File: src/rtl/packed_mul3.sv
module packed_mul3 #(
  parameter int LANE_W = 16,
  parameter int LANES  = 4
) (
  input  logic                      clk,
  input  logic                      rst_n,
  input  logic                      in_valid,
  input  logic [1:0]                in_mode,
  input  logic [LANE_W*LANES-1:0]   in_a,
  input  logic [LANE_W*LANES-1:0]   in_b,
  output logic                      out_valid,
  output logic [LANE_W*LANES-1:0]   out_data
);
  localparam int DW    = LANE_W * LANES;
  localparam int PW    = 2 * LANE_W;
  localparam int PAIRS = LANES / 2;

  logic          s1_v, s2_v;
  logic [1:0]    s1_m, s2_m;
  logic [DW-1:0] s1_a, s1_b;
  logic signed [PW-1:0] prod [LANES];
  logic signed [PW-1:0] s2_p [LANES];
  logic [DW-1:0] lo_w, hi_w, sum_w, res_w;

  always_ff @(posedge clk or negedge rst_n) begin
    if (!rst_n) begin
      s1_v <= 1'b0;
      s1_m <= '0;
      s1_a <= '0;
      s1_b <= '0;
    end else begin
      s1_v <= in_valid;
      s1_m <= in_mode;
      s1_a <= in_a;
      s1_b <= in_b;
    end
  end

  for (genvar i = 0; i < LANES; i++) begin : g_lane
    assign prod[i] = $signed(s1_a[i*LANE_W +: LANE_W]) * $signed(s1_b[i*LANE_W +: LANE_W]);

    always_ff @(posedge clk or negedge rst_n) begin
      if (!rst_n) s2_p[i] <= '0;
      else        s2_p[i] <= prod[i];
    end

    assign lo_w[i*LANE_W +: LANE_W] = s2_p[i][LANE_W-1:0];
    assign hi_w[i*LANE_W +: LANE_W] = s2_p[i][PW-1:LANE_W];
  end

  for (genvar j = 0; j < PAIRS; j++) begin : g_pair
    assign sum_w[j*PW +: PW] = s2_p[2*j] + s2_p[2*j+1];
  end

  always_ff @(posedge clk or negedge rst_n) begin
    if (!rst_n) begin
      s2_v <= 1'b0;
      s2_m <= '0;
    end else begin
      s2_v <= s1_v;
      s2_m <= s1_m;
    end
  end

  assign res_w = (s2_m == 2'b00) ? lo_w :
                 (s2_m == 2'b01) ? hi_w : sum_w;

  always_ff @(posedge clk or negedge rst_n) begin
    if (!rst_n) begin
      out_valid <= 1'b0;
      out_data  <= '0;
    end else begin
      out_valid <= s2_v;
      out_data  <= res_w;
    end
  end
endmodule

File: config.mk
export PLATFORM = sky130hd
export DESIGN_NAME = packed_mul3
export DESIGN_NICKNAME = d
export VERILOG_FILES = /design/src/rtl/packed_mul3.sv
export SDC_FILE = /design/constraint.sdc
export NUM_CORES = 2
export LEC_CHECK = 0
export CAP_MARGIN = 20
export CORE_MARGIN = 2
export CORE_UTILIZATION = 50
export CTS_CLUSTER_SIZE = 16
export DETAILED_ROUTE_END_ITERATION = 12
export PLACE_DENSITY = 0.67
export SYNTH_ARGS = -nofsm -noshare
export SYNTH_HDL_FRONTEND = slang
export SYNTH_SLANG_ARGS = --single-unit
File: constraint.sdc
create_clock -name clk -period 13.1 [get_ports clk]
set_input_delay 2.62 -clock clk [delete_from_list [all_inputs] [get_ports clk]]
set_output_delay 2.62 -clock clk [all_outputs]
set_load 0.05 [all_outputs]
* After elaboration in Yosys (flattened, before gate mapping)
Index checks and enable logic that the tools add are counted.
** Operators by class
- Add/sub/neg operators :: 2
- Order comparisons :: 0
- Reduce and logical (&&, ||, !) cells :: 1
- $mul :: 4
- Eq/ne operators :: 1
- Bitwise operators :: 0
- Mux-type cells :: 2
- Div/mod/pow operators :: 0
- Shift operators :: 0
** Operators with widths (count)
- $mul 16x16->32 :: 4
- $mux 64 :: 2
- $add 32x32->32 :: 2
- $eq 2x1->1 const B :: 1
- $logic_not 2->1 :: 1
** Word-level totals
- Output and inout bits :: 65
- Bits in writable memories :: 0
- Word-level logic and storage cells :: 22
- Register bits after elaboration :: 327
- Memory bits (read-only) :: 0
- Memories :: 0
- Bits in latches :: 0
- Input port bits :: 133

* Depth between registers and ports, before layout
- Depth after elaboration :: 3
- Gate-level depth with buffers :: 24
- Depth with buffers taken out :: 23

* Least setup slack after synthesis
OpenSTA, ideal clock, no wires.
- Kind :: reg2reg
- From :: reg s1_a[14]
- To :: reg s2_p, in the netlist hi_w[14]
- Required time :: 13.020 ns
- Setup slack :: 6.918 ns
- Cell stages (with the launch flop) :: 23
- Period minus slack after synthesis :: 6.182 ns
- Data arrival time :: 6.102 ns
- Library setup time :: 0.080 ns
- Path buffers :: 1
- Cell sequence :: dfrtp_1 clkbuf_1 and2_1 fa_1 inv_1 fa_1 inv_1 fa_1 inv_1 fa_1 fa_1 fa_1 inv_1 ha_1 a211oi_1 nor2_1 or3b_1 a221o_1 a221oi_2 o211ai_1 a21o_1 a21oi_1 xnor2_1
** RTL lines
- from (decl) :: RTL line 20 : logic [DW-1:0] s1_a, s1_b;
- from (signal assigned) :: RTL line 34 : s1_a <= in_a;
- to (signal, indexed assignment) :: RTL line 44 : else s2_p[i] <= prod[i];
- to (decl) :: RTL line 22 : logic signed [PW-1:0] s2_p [LANES];

==> results by group <==
Run status
  – Outcome: finished, final reports clean

Yosys
  – EDFF count, synth: 0
  – Post-synthesis xor/xnor area fraction: 0.03093
  – Post-synthesis compound-gate area fraction: 0.06631
  – Synth warn: 0
  – Register area share after synthesis: 0.1588
  – Async SR Flop Fraction: 1.000
  – Syn nets: 6821
  – Top-count cell post-synth: inv_1
  – Simple-gate area share of the yosys netlist: 0.1339
  – Largest cells by area after synthesis: fa_1 41%, dfrtp_1 16%, ha_1 9.5%
  – Synth area leader: fa_1
  – Synth Register Bits: 327
  – Mapped Avg Cell Area: 9.820 um2
  – Netlist cell types: 71
  – Top cell type's share of synthesized area: 0.4079
  – Synth Area in Adders: 0.5026
  – Commonest cells post-synth: 1172 x inv_1, 1050 x fa_1, 554 x nand2_1, 498 x and2_1, 390 x ha_1
  – Synthesized area: just over 50000 um2
  – Synth Flop Type: dfrtp_1
  – Post-synthesis mux area share: 0.01076
  – Largest family of logic cells by synthesized area: adder cells
  – Cells after Synth: 5248

Route
  – 1st-iter DRT viols: 1769
  – DRT Pass-1 Iters: 7
  – Number of routed nets with antenna violations: 0
  – Vias: approximately 35000
  – WL/cell: 17.95 um
  – Drt drc: 0
  – Routed WL: between 100000 and 150000 um
  – DR vias/cell: 5.237

Layout
  – Area grow syn2layout: 9.105%
  – Share of cells above drive strength 1: 0.02045
  – Area of the multi-input gates: 38370 um2
  – Fillers: 9136
  – Reg area: around 8200 um2
  – Final #Nets: 6916

CTS
  – Hold buffer count at CTS: 0
  – Cts bufs inserted: 44
  – Post-CTS Resized: 0
  – TritonCTS Sinks: roughly 330
  – Root buffer cell: clkbuf_16
  – Worst skew pair latency: 0.63 ns
  – CTS HTree Levels: 2
  – Clock buffer depth: 3
  – Postcts setup bufs: 0
  – Reg clk slew, reported paths: 0.06 ns
  – CTS tree: yes

Setup path
  – Setup crit end kind: flop
  – Critical path class: reg -> reg
  – CP Data Arrival Time: 7.21 ns
  – R2R setup slack: 6.39 ns
  – CP Launch Type: flop
  – Req. time, crit path: roughly 14 ns
  – Crit path max fanout: 16

Placed design
  – Gp weighted congestion: 0.9269
  – Port Buf Inserts: about 200
  – HPWL Detailed: 97750 um

Global routing
  – Vias in the first global route: 39112
  – GRT overflow: 0
  – Gr usage total: 0.2424
  – First-pass GRT wire length: 203500 um
  – Largest net degree at the start of global routing: between 70 and 80
  – Initial antenna violation count: 1

Die
  – Site Rows: 117
  – IO Count: 198
  – Die area: 105700 um2
  – Initial core utilization: 0.5051
  – Core Box Area: 102000 um2
  – Height of the die: 325.0 um
  – Die X: 325.0 um

STA
  – Final Hold Fails: 0
  – WHS: 0.3483 ns
  – Fmax achieved: about 150 MHz
  – Slew @ Worst Pin: 0.9229 ns
  – Final Setup Violations: 0
  – Fin. max-slew vios: 0
  – Final period util: 0.5119
  – Min Tclk post-route: 6.706 ns
  – Slew headroom: 0.3847
  – Clock skew: between 0.02 and 0.025 ns
  – Setup_tns: 0 ns
  – Setup repair after global routing missed its margin: no

Job
  – Max-cap viol count: 0

Hold path
  – Type of the most critical hold path: reg -> reg
## through the flow
stage,utilization,worst slack [ns],area (um2),cells
finish,0.5510,6.394,56230,6747
floorplan,-,6.918,51530,5248
CTS,0.5510,6.424,56220,6746
global placement,0.5361,6.541,54700,6665
global route,0.5510,6.083,56220,6746
detailed placement,0.5361,6.433,54700,6665
## routing by layer
layer	wire [um]	GRT usage
met1	50130	0.3149
met2	62190	0.4275
met3	5267	0.02768
met4	3513	0.07116
met5	0	0
## placed cells by master, fill, tap and decap left out, drive strengths merged, types with 8 or more instances in the layout
cell,n
inv,1179
fa,1050
nand2,554
and2,498
ha,390
dfrtp,327
clkdlybuf4s50,196
a21oi,155
nor2,135
xnor2,135
o21ai,113
a21o,79
clkbuf,58
mux2i,52
xor2,47
a211oi,47
nand2b,40
nand3,35
nor3,33
nor2b,25
o21bai,21
a31oi,18
o211ai,14
nand4,13
and3,13
o21a,12
a211o,11
buf,9
a21boi,8
or3,8
clkinvlp,8
## final timing paths
kind	startpoint	endpoint	cells after the start
max	s1_a[57]	hi_w[60]	18
min	s1_m[0]	s2_m[0]	0
min in group asynchronous	rst_n	s1_a[60]	1
max reg2reg	s1_a[57]	hi_w[60]	18
min reg2reg	s1_m[0]	s2_m[0]	0
max in group asynchronous	rst_n	s2_m[1]	3
## state kept, by name, summed over array words and instances, names as in the netlist
name       count
s2_v           1
s1_m           2
out_data      64
s1_v           1
out_valid      1
lo_w          64
s2_m           2
hi_w          64
s1_a          64
s1_b          64
## worst max-delay path, stage by stage, from the launching register on
cell and delay [ns]:
dfrtp_1 0.81, nand2_1 0.16, fa_1 0.52, fa_1 0.58
fa_1 0.45, fa_1 0.55, inv_1 0.05, fa_1 0.50
fa_1 0.46, ha_1 0.37, a21o_1 0.20, a21o_1 0.17
a21o_1 0.18, a32oi_1 0.18, nand2_1 0.16, a311o_1 0.40
a311oi_2 0.48, nor3_1 0.10, a311o_1 0.27
## area by class of cell
cell class	instances	area share
repair buffers	205	0.03623
inverters	1172	0.07824
multi-input cells	3593	0.6824
clock buffers	58	0.02268
diodes	1	0.00004451
clock inverters	23	0.004339
flip-flops and latches	327	0.1457
well taps	1368	0.03044
## kinds of logic after synthesis
logic type / count (synthesis)
compound gates: 531
fa+ha+maj: 1440
xor+xnor: 182
flops: 327
mux: 55
simple gates: 1385
buf+inv: 1328
Power is left out: the tool's default activity adds up to more than one toggle a clock period on the data nets, which glitch-free logic cannot reach.
